--- src/rtl/flash_cmd_pkg.sv ---
// Shared types and command codes for the flash command interpreter.
// Assumes the command code sits in the low byte of the write data.
package flash_cmd_pkg;

    typedef enum logic [1:0] {
        MODE_ARRAY  = 2'd0,
        MODE_CFI    = 2'd1,
        MODE_ASEL   = 2'd2,
        MODE_STATUS = 2'd3
    } rd_mode_e;

    typedef enum logic [2:0] {
        SQ_IDLE, SQ_UL1, SQ_UL2, SQ_CFG, SQ_PGM, SQ_DW1, SQ_DW2, SQ_BYX
    } seq_e;

    localparam logic [10:0] UNLOCK_A1 = 11'h555;
    localparam logic [10:0] UNLOCK_A2 = 11'h2AA;
    localparam logic [7:0]  UNLOCK_D1 = 8'hAA;
    localparam logic [7:0]  UNLOCK_D2 = 8'h55;
    localparam logic [7:0]  CFI_ADDR  = 8'h55;
    localparam logic [7:0]  CMD_RESET = 8'hF0;
    localparam logic [7:0]  CMD_CFI   = 8'h98;
    localparam logic [7:0]  CMD_ASEL  = 8'h90;
    localparam logic [7:0]  CMD_CFG   = 8'h60;
    localparam logic [7:0]  CMD_CFGOK = 8'h03;
    localparam logic [7:0]  CMD_PGM   = 8'hA0;
    localparam logic [7:0]  CMD_DWP   = 8'h50;
    localparam logic [7:0]  CMD_BYP   = 8'h20;
    localparam logic [7:0]  CMD_BYX   = 8'h00;

endpackage

--- src/rtl/flash_cmd_decode.sv ---
// Command sequence decoder: tracks the unlock prefix, setup and data
// cycles, the read mode, the configuration value and the fast mode.
// Assumes wr_en is a single-cycle strobe; writes are dropped while the
// controller is busy or while a start pulse is out.
module flash_cmd_decode
    import flash_cmd_pkg::*;
#(
    parameter int ADDR_W = 20,
    parameter int DATA_W = 16,
    parameter int CFG_W  = 16
) (
    input  logic              clk,
    input  logic              rst_n,
    input  logic              wr_en,
    input  logic [ADDR_W-1:0] wr_addr,
    input  logic [DATA_W-1:0] wr_data,
    input  logic              busy_i,
    output rd_mode_e          mode_o,
    output logic [CFG_W-1:0]  cfg_o,
    output logic              bypass_o,
    output logic              start_o,
    output logic              dual_o,
    output logic [ADDR_W-1:0] addr_o,
    output logic [DATA_W-1:0] data0_o,
    output logic [DATA_W-1:0] data1_o
);

    seq_e        seq_q;
    logic [7:0]  cmd;
    logic        at_ul1, at_ul2, at_cfi, accept, pair_ok;

    // Decode helpers for the current write.
    always_comb begin
        cmd     = wr_data[7:0];
        at_ul1  = (wr_addr[10:0] == UNLOCK_A1);
        at_ul2  = (wr_addr[10:0] == UNLOCK_A2);
        at_cfi  = (wr_addr[7:0] == CFI_ADDR);
        accept  = wr_en && !busy_i && !start_o;
        pair_ok = ((wr_addr ^ addr_o) >> 1) == '0;
    end

    // Sequence state, mode, configuration and start pulse registers.
    always_ff @(posedge clk) begin
        if (!rst_n) begin
            seq_q    <= SQ_IDLE;
            mode_o   <= MODE_ARRAY;
            cfg_o    <= '0;
            bypass_o <= 1'b0;
            start_o  <= 1'b0;
            dual_o   <= 1'b0;
            addr_o   <= '0;
            data0_o  <= '0;
            data1_o  <= '0;
        end else begin
            start_o <= 1'b0;
            if (accept) begin
                if (mode_o == MODE_CFI || mode_o == MODE_ASEL) begin
                    seq_q <= SQ_IDLE;
                    if (cmd == CMD_RESET) mode_o <= MODE_ARRAY;
                end else begin
                    case (seq_q)
                        SQ_IDLE: begin
                            if (cmd == CMD_RESET) begin
                                mode_o <= MODE_ARRAY;
                            end else if (bypass_o) begin
                                if (cmd == CMD_PGM)       seq_q <= SQ_PGM;
                                else if (cmd == CMD_DWP)  seq_q <= SQ_DW1;
                                else if (cmd == CMD_ASEL) seq_q <= SQ_BYX;
                                else                      mode_o <= MODE_ARRAY;
                            end else if (at_ul1 && cmd == UNLOCK_D1) begin
                                seq_q <= SQ_UL1;
                            end else if (at_cfi && cmd == CMD_CFI) begin
                                mode_o <= MODE_CFI;
                            end else begin
                                mode_o <= MODE_ARRAY;
                            end
                        end
                        SQ_UL1: begin
                            if (at_ul2 && cmd == UNLOCK_D2) begin
                                seq_q <= SQ_UL2;
                            end else begin
                                seq_q  <= SQ_IDLE;
                                mode_o <= MODE_ARRAY;
                            end
                        end
                        SQ_UL2: begin
                            seq_q  <= SQ_IDLE;
                            mode_o <= MODE_ARRAY;
                            if (at_ul1) begin
                                case (cmd)
                                    CMD_ASEL: mode_o   <= MODE_ASEL;
                                    CMD_PGM:  begin seq_q <= SQ_PGM; mode_o <= mode_o; end
                                    CMD_DWP:  begin seq_q <= SQ_DW1; mode_o <= mode_o; end
                                    CMD_CFG:  begin seq_q <= SQ_CFG; mode_o <= mode_o; end
                                    CMD_BYP:  bypass_o <= 1'b1;
                                    default:  ;
                                endcase
                            end
                        end
                        SQ_CFG: begin
                            seq_q  <= SQ_IDLE;
                            mode_o <= MODE_ARRAY;
                            if (cmd == CMD_CFGOK) cfg_o <= wr_addr[CFG_W-1:0];
                        end
                        SQ_PGM: begin
                            seq_q   <= SQ_IDLE;
                            mode_o  <= MODE_STATUS;
                            start_o <= 1'b1;
                            dual_o  <= 1'b0;
                            addr_o  <= wr_addr;
                            data0_o <= wr_data;
                        end
                        SQ_DW1: begin
                            seq_q   <= SQ_DW2;
                            addr_o  <= wr_addr;
                            data0_o <= wr_data;
                        end
                        SQ_DW2: begin
                            seq_q <= SQ_IDLE;
                            if (pair_ok) begin
                                mode_o  <= MODE_STATUS;
                                start_o <= 1'b1;
                                dual_o  <= 1'b1;
                                data1_o <= wr_data;
                            end else begin
                                mode_o  <= MODE_ARRAY;
                            end
                        end
                        SQ_BYX: begin
                            seq_q  <= SQ_IDLE;
                            mode_o <= MODE_ARRAY;
                            if (cmd == CMD_BYX) bypass_o <= 1'b0;
                        end
                        default: seq_q <= SQ_IDLE;
                    endcase
                end
            end
        end
    end

endmodule

--- src/rtl/flash_pec_stub.sv ---
// Program controller model: counts a fixed busy window after each start
// and flags an attempt to raise a cleared bit. Assumes the old-word
// inputs are valid in the cycle of the start pulse.
module flash_pec_stub #(
    parameter int DATA_W      = 16,
    parameter int BUSY_CYCLES = 6
) (
    input  logic              clk,
    input  logic              rst_n,
    input  logic              start_i,
    input  logic              dual_i,
    input  logic [DATA_W-1:0] data0_i,
    input  logic [DATA_W-1:0] data1_i,
    input  logic [DATA_W-1:0] old0_i,
    input  logic [DATA_W-1:0] old1_i,
    output logic              busy_o,
    output logic              err_o
);

    localparam int CNT_W = $clog2(BUSY_CYCLES + 1);

    logic [CNT_W-1:0] cnt_q;
    logic             raise0, raise1;

    // Bits the program would have to set from 0 to 1.
    always_comb begin
        raise0 = |(data0_i & ~old0_i);
        raise1 = dual_i && |(data1_i & ~old1_i);
        busy_o = (cnt_q != '0);
    end

    // Busy window counter and error flag.
    always_ff @(posedge clk) begin
        if (!rst_n) begin
            cnt_q <= '0;
            err_o <= 1'b0;
        end else if (start_i) begin
            cnt_q <= CNT_W'(BUSY_CYCLES);
            err_o <= raise0 || raise1;
        end else if (cnt_q != '0) begin
            cnt_q <= cnt_q - 1'b1;
        end
    end

endmodule

--- src/rtl/flash_asel_mux.sv ---
// Identification read selector: picks a code by the two low read
// address bits while identification mode is active, zero otherwise.
module flash_asel_mux #(
    parameter int          DATA_W = 16,
    parameter int          CFG_W  = 16,
    parameter logic [15:0] MFR_ID = 16'h0020,
    parameter logic [15:0] DEV_ID = 16'h00A0
) (
    input  logic              asel_i,
    input  logic [1:0]        sel_i,
    input  logic [CFG_W-1:0]  cfg_i,
    output logic [DATA_W-1:0] data_o
);

    // Select the identification word.
    always_comb begin
        data_o = '0;
        if (asel_i) begin
            case (sel_i)
                2'd0:    data_o = DATA_W'(MFR_ID);
                2'd1:    data_o = DATA_W'(DEV_ID);
                2'd2:    data_o = DATA_W'(cfg_i);
                default: data_o = '0;
            endcase
        end
    end

endmodule

--- src/rtl/flash_cmd_seq.sv ---
// Flash command sequence interpreter top: decoder, controller model and
// identification mux. Assumes ADDR_W >= 16 and DATA_W >= 8.
module flash_cmd_seq
    import flash_cmd_pkg::*;
#(
    parameter int          ADDR_W      = 20,
    parameter int          DATA_W      = 16,
    parameter int          BUSY_CYCLES = 6,
    parameter logic [15:0] MFR_ID      = 16'h0020,
    parameter logic [15:0] DEV_ID      = 16'h00A0
) (
    input  logic              clk,
    input  logic              rst_n,
    input  logic              wr_en,
    input  logic [ADDR_W-1:0] wr_addr,
    input  logic [DATA_W-1:0] wr_data,
    input  logic [1:0]        rd_sel,
    input  logic [DATA_W-1:0] old_word0,
    input  logic [DATA_W-1:0] old_word1,
    output logic [1:0]        rd_mode,
    output logic [DATA_W-1:0] asel_data,
    output logic [15:0]       cfg_reg,
    output logic              pd_mode,
    output logic              bypass_on,
    output logic              prog_start,
    output logic              prog_dual,
    output logic [ADDR_W-1:0] prog_addr,
    output logic [DATA_W-1:0] prog_data0,
    output logic [DATA_W-1:0] prog_data1,
    output logic              busy,
    output logic              err
);

    localparam int CFG_W  = 16;
    localparam int PD_BIT = 10;

    rd_mode_e mode;

    flash_cmd_decode #(.ADDR_W(ADDR_W), .DATA_W(DATA_W), .CFG_W(CFG_W)) u_dec (
        .clk(clk), .rst_n(rst_n), .wr_en(wr_en), .wr_addr(wr_addr),
        .wr_data(wr_data), .busy_i(busy), .mode_o(mode), .cfg_o(cfg_reg),
        .bypass_o(bypass_on), .start_o(prog_start), .dual_o(prog_dual),
        .addr_o(prog_addr), .data0_o(prog_data0), .data1_o(prog_data1)
    );

    flash_pec_stub #(.DATA_W(DATA_W), .BUSY_CYCLES(BUSY_CYCLES)) u_pec (
        .clk(clk), .rst_n(rst_n), .start_i(prog_start), .dual_i(prog_dual),
        .data0_i(prog_data0), .data1_i(prog_data1), .old0_i(old_word0),
        .old1_i(old_word1), .busy_o(busy), .err_o(err)
    );

    flash_asel_mux #(.DATA_W(DATA_W), .CFG_W(CFG_W), .MFR_ID(MFR_ID), .DEV_ID(DEV_ID)) u_id (
        .asel_i(mode == MODE_ASEL), .sel_i(rd_sel), .cfg_i(cfg_reg), .data_o(asel_data)
    );

    // Port views of the mode and configuration bit.
    always_comb begin
        rd_mode = mode;
        pd_mode = cfg_reg[PD_BIT];
    end

endmodule

--- config.mk ---
export PLATFORM = sky130hd
export DESIGN_NAME = flash_cmd_seq
export DESIGN_NICKNAME = d
export VERILOG_FILES = /design/src/rtl/flash_cmd_pkg.sv /design/src/rtl/flash_cmd_decode.sv /design/src/rtl/flash_pec_stub.sv /design/src/rtl/flash_asel_mux.sv /design/src/rtl/flash_cmd_seq.sv
export SDC_FILE = /design/constraint.sdc
export NUM_CORES = 1
export LEC_CHECK = 0
export ABC_AREA = 1
export ABC_CLOCK_PERIOD_IN_PS = 2150
export BUFFER_PORTS_ARGS = -buffer_cell sky130_fd_sc_hd__buf_4
export CAP_MARGIN = 5
export CORE_UTILIZATION = 24
export CTS_CLUSTER_SIZE = 40
export DETAILED_ROUTE_END_ITERATION = 16
export SLEW_MARGIN = 20
export SYNTH_ARGS = -nofsm -noshare
export SYNTH_HDL_FRONTEND = slang
export SYNTH_SLANG_ARGS = --single-unit
--- constraint.sdc ---
create_clock -name clk -period 2.15 [get_ports clk]
set_input_delay 0.645 -clock clk [delete_from_list [all_inputs] [get_ports clk]]
set_output_delay 0.645 -clock clk [all_outputs]
set_load 0.01 [all_outputs]
==> results.py, run 1 <==
metrics = {
    "power_and_ir_drop": {
        "switching_share_pct": 27.1,
        "ir_drop_uv": 360,
        "p_switching_uw": 1160,
        "pwr-share-seq_pct": 37.4,
        "p_leak_uw": 0.00304,
        "internal_power_uw": 3120,
        "combPwrFrac_pct": 21.5,
        "p_clk_share_pct": 41.1,
        "p_per_area_nw_per_um2": 660,
    },
    "cells_and_area": {
        "nNetsFinal": 911,
        "n_antenna_cell": 0,
        "drive_gt1_share_pct": 31.3,
        "area_growth_pct": 52.9,
        "fin_util_pct": 37.5,
        "final_cell_mix": "200 x buf_4, 124 x nand2_1, 104 x inv_1",
        "final_common_cell": "buf_4",
    },
    "floorplan": {
        "die-area_um2": 18200,
        "die_w_um": 135,
        "fp.coreArea_um2": 17300,
        "pin_count": 165,
        "die_h_um": 135,
        "start_util_pct": 24.5,
        "rows": 48,
    },
    "timing": {
        "finalHoldViolations": 0,
        "worst_pin_slew_ps": 444,
        "finalCriticalPeriod_ps": 2170,
        "rsz0062_at_grt": "yes",
        "fin_ws_ps": -17.7,
        "fin_worst_skew_ps": 9.17,
        "slew_headroom_pct": 70.3,
        "setup_violations": 3,
        "hold_ws_ps": 468,
        "clock.fmax_mhz": 461,
        "period_share_pct": 101,
        "drv_slew": 0,
    },
    "logic_synthesis": {
        "syn-num-nets": 714,
        "ys_ff_latch": 80,
        "synth_xor_area_share_pct": 0.826,
        "ys_seq_area_share_pct": 37.8,
        "avgSynthCellArea_um2": 6.65,
        "synth_cell_types": 34,
        "syn_area_um2": 4240,
        "synth_compound_area_share_pct": 22.4,
        "synthSimpleGateAreaFrac_pct": 25.4,
        "syn-instance-count": 638,
        "ys_warn_count": 0,
        "muxShareOfSynthArea_pct": 0,
        "synth_top_family_by_area": "simple AND/OR/NAND/NOR gates",
        "synth_fa_ha_area_share_pct": 0.885,
    },
    "critical_path": {
        "arrival_ps": 2430,
        "path_max_fanout": 8,
        "worstSetupStartpoint": "u_pec.cnt_q[0]",
        "r2r-start": "u_pec.cnt_q[0]",
        "worst_setup_path_start_kind": "flop",
        "crit_required_ps": 2410,
        "critPathKind": "flop to flop",
        "cp_slowest_cell": "dfxtp_4",
        "path_cells": "nor2_4 > ha_4 > inv_4 > nor2_4 > nand2_4 > nor2_4 > buf_6 > nand3_4 > nor4_4 > buf_4 > buf_12 > nor2_1 > a211oi_2",
        "slowest_delay_ps": 360,
        "end_kind": "flop",
        "cp_common_cell": "nor2_4",
    },
    "placement": {
        "numPortBuffers": 164,
        "place_congestion": 0.836,
        "dp_hpwl_mm": 11.0,
        "pre_cts_ws_ps": -10.2,
    },
    "hold_path": {
        "hold_path.class": "flop to flop",
        "hold_path_startpoint": "u_pec.cnt_q[0]",
    },
    "cts": {
        "cts_tree": "built",
        "numCtsBuffers": 9,
        "clk_path_buf_depth": 2,
        "root_buffer": "clkbuf_16",
        "clkTransAtPathRegs_ps": 60,
        "clock_latency_ps": 350,
        "htree_levels": 3,
        "cts_hold_buffers": 0,
        "clock_sinks": 80,
    },
    "global_routing": {
        "grt_pass1_vias": 4036,
        "grt_max_degree": 41,
        "grtUsageTotal_pct": 15.5,
        "antenna_found_initial": 0,
        "grt_pass1_wl_mm": 21.6,
        "grt-ovfl-total": 0,
    },
    "run": {
        "maxCapViolCount": 0,
    },
    "route": {
        "drtIter0Drc": 207,
        "wl_per_cell_um": 14.0,
        "via_per_inst": 4.42,
        "num_vias": 4707,
        "drc": 0,
        "routed_wl_mm": 14.9,
        "detail_route.first_pass.iterations": 5,
        "final_antenna_net_count": 0,
    },
    "run_status": {
        "outcome": "complete, but fails checks",
        "violations": "negative setup slack",
    },
}
==> per-stage QoR <==
step                instances  instance area (um2)  total power (uW)  setup TNS, ps
floorplan                 638                 4240              2020              0
global placement         1034                 5910              2350              0
detailed placement       1034                 5910              2360          -32.4
CTS                      1049                 6240              4130              0
global route             1064                 6480              4490          -1760
finish                   1064                 6480              4280          -30.0
==> final cells by class <==
class | count | area, um2
clock buffers | 10 | 229
clock inverters | 5 | 106
fillers | 1819 | 10800
inverters | 109 | 418
multi-input cells | 424 | 2170
flip-flops and latches | 80 | 1610
well taps | 225 | 282
repair buffers | 211 | 1680
==> metal layers <==
metal	vias to the layer above	share of wire, %	routed length, um	global-route usage (%)
met3	11	7.4	1110	4.35
met5	-	0	0	0
met4	0	0.98	146	4.49
met2	171	45	6650	24.4
li1	2430	-	-	-
met1	2095	47	6970	20.6
==> worst paths after layout <==
kind	to	slack, ps	cells after the start
max	u_dec.cfg_o[9]	-20	13
min reg2reg	u_pec.cnt_q[0]	470	1
max reg2reg	u_dec.cfg_o[9]	-20	13
min	u_pec.cnt_q[0]	470	1
==> registers in the layout, summed over array words and instances (netlist names), 2 cells and up <==
name           cells
u_dec.addr_o      20
u_dec.cfg_o       16
u_dec.data0_o     16
u_dec.data1_o     16
u_dec.seq_q        3
u_pec.cnt_q        3
u_dec.mode_o       2
==> critical path: cells and delay by family, from the launching register on <==
kind / cells / cell delay (ps)
flip-flops: 1 / 360
AND/OR/NAND/NOR: 7 / 860
buffers and inverters: 4 / 520
adder cells (fa/ha/maj): 1 / 170
AO/OA/AOI/OAI: 1 / 160
==> cells in the mapped netlist <==
master    count  area (um2)
a221oi_1      3        26.3
nand2_1     124         465
buf_2         9        45.0
inv_1       107         402
o211a_1       1        10.0
clkbuf_1     10        37.5
clkbuf_2      1        5.00
nor2_2        4        25.0
o21ai_0      61         305
nor2_1       99         372
nor3_1        1        5.00
a21oi_1      57         285
buf_6         2        22.5
ha_1          3        37.5
nor4_4        1        21.3
a211oi_1      3        22.5
a31oi_1       1        6.26
nor2_4        1        11.3
nand4_1       9        56.3
o211ai_1      3        22.5
inv_2         2        7.51
buf_4         3        22.5
nand3_2       2        20.0
nand3_1      17        85.1
a211oi_2     14         175
nor3_2        1        10.0
a21boi_0      1        7.51
xnor2_1       4        35.0
o311ai_0      1        8.76
dfxtp_1      80        1600
a21oi_2       1        8.76
o22ai_1      10        62.6
nand2_2       1        6.26
o21bai_1      1        7.51
==> cell families (layout without fill, tap and decap cells) <==
logic type,Yosys count,in the layout
and+or+nand+nor,260,260
AOI/OAI and AO/OA,157,157
buffers and inverters,134,335
DFF,80,80
xor gates and xnor gates,4,4
adders and majority gates,3,3
==> power by group through the flow <==
stage | clock network, uW | logic, uW | registers, uW
6_report | 1760 | 918 | 1600
5_1_grt | 1860 | 1020 | 1610
4_1_cts | 1800 | 740 | 1590
3_5_place_dp | 0 | 737 | 1620
3_3_place_gp | 0 | 731 | 1620
2_1_floorplan | 0 | 395 | 1620
==> repair_timing <==
action                                  CTS  global route
setup buffers                             0            12
hold endpoints to repair                  0             0
endpoints found under the setup margin    0            83
resized for setup                         0            30
Note: power is estimated with default switching activity, not from simulation.
==> run 2, diff against run 1 <==
- CORE_UTILIZATION: 24 -> 30
==> results.py, run 2 (synthesis results as in run 1) <==
metrics = {
    "global_routing": {
        "grt_max_degree": 60,
        "grt_pass1_vias": 4225,
        "grt-ovfl-total": 0,
        "grtUsageTotal_pct": 18.9,
        "grt_pass1_wl_mm": 21.3,
        "antenna_found_initial": 0,
    },
    "hold_path": {
        "hold_path.class": "flop to flop",
    },
    "timing": {
        "worst_pin_slew_ps": 461,
        "finalHoldViolations": 0,
        "fin_ws_ps": 97.8,
        "slew_headroom_pct": 69.2,
        "period_share_pct": 95.5,
        "setup_tns_ps": 0,
        "fin_worst_skew_ps": 8.16,
        "finalCriticalPeriod_ps": 2050,
        "hold_ws_ps": 472,
        "clock.fmax_mhz": 487,
        "rsz0062_at_grt": "yes",
        "drv_slew": 0,
        "setup_violations": 0,
    },
    "cells_and_area": {
        "drive_gt1_share_pct": 31.1,
        "area_growth_pct": 51.9,
        "multiInputGateArea_um2": 2140,
        "final_cell_mix": "193 x buf_4, 124 x nand2_1, 105 x inv_1",
        "final_common_cell": "buf_4",
        "largest_register": "u_dec.addr_o",
        "fill_cells": 1394,
        "final-seq-area_um2": 1600,
        "nNetsFinal": 911,
        "largest_register_ff_count": 20,
        "fin_util_pct": 46.6,
        "n_antenna_cell": 0,
    },
    "power_and_ir_drop": {
        "switching_share_pct": 27.7,
        "pwr-share-seq_pct": 39.3,
        "combPwrFrac_pct": 20.5,
        "p_clk_share_pct": 40.2,
        "p_leak_uw": 0.00304,
        "p_per_area_nw_per_um2": 630,
        "p_switching_uw": 1120,
        "ir_drop_uv": 478,
        "internal_power_uw": 2940,
    },
    "cts": {
        "clock_sinks": 80,
        "clock_latency_ps": 340,
        "clkTransAtPathRegs_ps": 60,
        "cts_tree": "built",
        "clk_path_buf_depth": 2,
        "numCtsBuffers": 9,
        "htree_levels": 3,
        "root_buffer": "clkbuf_16",
    },
    "route": {
        "met1Wirelength_mm": 6.76,
        "wl_per_cell_um": 14.2,
        "num_vias": 4722,
        "routed_wl_mm": 14.5,
        "via_per_inst": 4.63,
        "drc": 0,
        "dr.max_layer_used": "met4",
        "wl_met3_mm": 1.05,
        "final_antenna_net_count": 0,
        "route.met2.wl_mm": 6.50,
        "detail_route.first_pass.iterations": 4,
        "drtIter0Drc": 280,
    },
    "run": {
        "maxCapViolCount": 0,
    },
    "run_status": {
        "outcome": "finished clean",
    },
    "floorplan": {
        "die-area_um2": 14600,
        "pin_count": 165,
        "fp.coreArea_um2": 13800,
        "die_w_um": 121,
        "die_h_um": 121,
        "rows": 43,
        "start_util_pct": 30.7,
    },
    "critical_path": {
        "arrival_ps": 2270,
        "end_kind": "flop",
        "critPathKind": "flop to flop",
        "path_max_fanout": 8,
        "crit_required_ps": 2370,
        "worst_setup_path_start_kind": "flop",
    },
    "placement": {
        "numPortBuffers": 164,
        "dp_hpwl_mm": 10.6,
        "pre_cts_ws_ps": 2.30,
        "place_congestion": 0.901,
    },
}
[run 2: cell count changes in the layout (fill, tap and decap cells not counted), sizes merged]
cell | before | now
buf | 208 | 205
clkbuf | 13 | 15
clkinv | 1 | 4
bufinv | 3 | 2
[run 2: cell type report]
type	count	area share, %
Inverter	109	6.41
Tap cell	180	3.50
Multi-Input combinational cell	424	33.2
Timing Repair Buffer	210	27.0
Sequential cell	80	24.9
Timing Repair inverter	1	0.117
Clock buffer	10	3.55
Clock inverter	6	1.30
[run 2: power groups by stage]
stage / registers, uW / logic [uW] / clock network, uW
finish: 1600 / 832 / 1630
global route: 1600 / 922 / 1720
CTS: 1590 / 749 / 1660
detailed placement: 1620 / 739 / 0
global placement: 1620 / 737 / 0
floorplan: 1620 / 395 / 0
[run 2: through the flow]
| step | total power (uW) | area (um2) | cells |
|---|---|---|---|
| floorplan | 2020 | 4240 | 638 |
| global placement | 2360 | 5890 | 991 |
| detailed placement | 2360 | 5890 | 991 |
| CTS | 4000 | 6230 | 1010 |
| global route | 4250 | 6440 | 1020 |
| finish | 4060 | 6440 | 1020 |
[run 2: critical path, cell delays in order (launching register included)]
cell and delay (ps):
dfxtp_2 350, nor2_4 150, ha_4 160, inv_2 60, nor2_4 90, nand2_2 80, nor2_4 150, nand3_2 90
nor4_4 280, buf_6 170, buf_6 130, clkbuf_16 160, a211oi_2 70
[run 2: metal layers]
layer / vias to the layer above / track usage [%]
met5: - / 0
met3: 13 / 3.99
li1: 2443 / -
met4: 0 / 6.10
met1: 2097 / 24.4
met2: 169 / 31.2
[run 2: timing repair]
action,4_1_cts,5_1_grt
setup endpoints to repair,4,52
gates resized for setup,3,17
hold buffers,0,0
pin swaps,0,4
setup buffers,2,4
gates cloned,1,6
[run 2: worst paths after layout]
kind	from	endpoint	slack, ps	depth (start not counted)
min reg2reg	u_dec.data1_o[11]	u_dec.data1_o[11]	470	2
max reg2reg	u_pec.cnt_q[0]	u_dec.cfg_o[7]	100	12
max	u_pec.cnt_q[0]	u_dec.cfg_o[7]	100	12
min	u_dec.data1_o[11]	u_dec.data1_o[11]	470	2
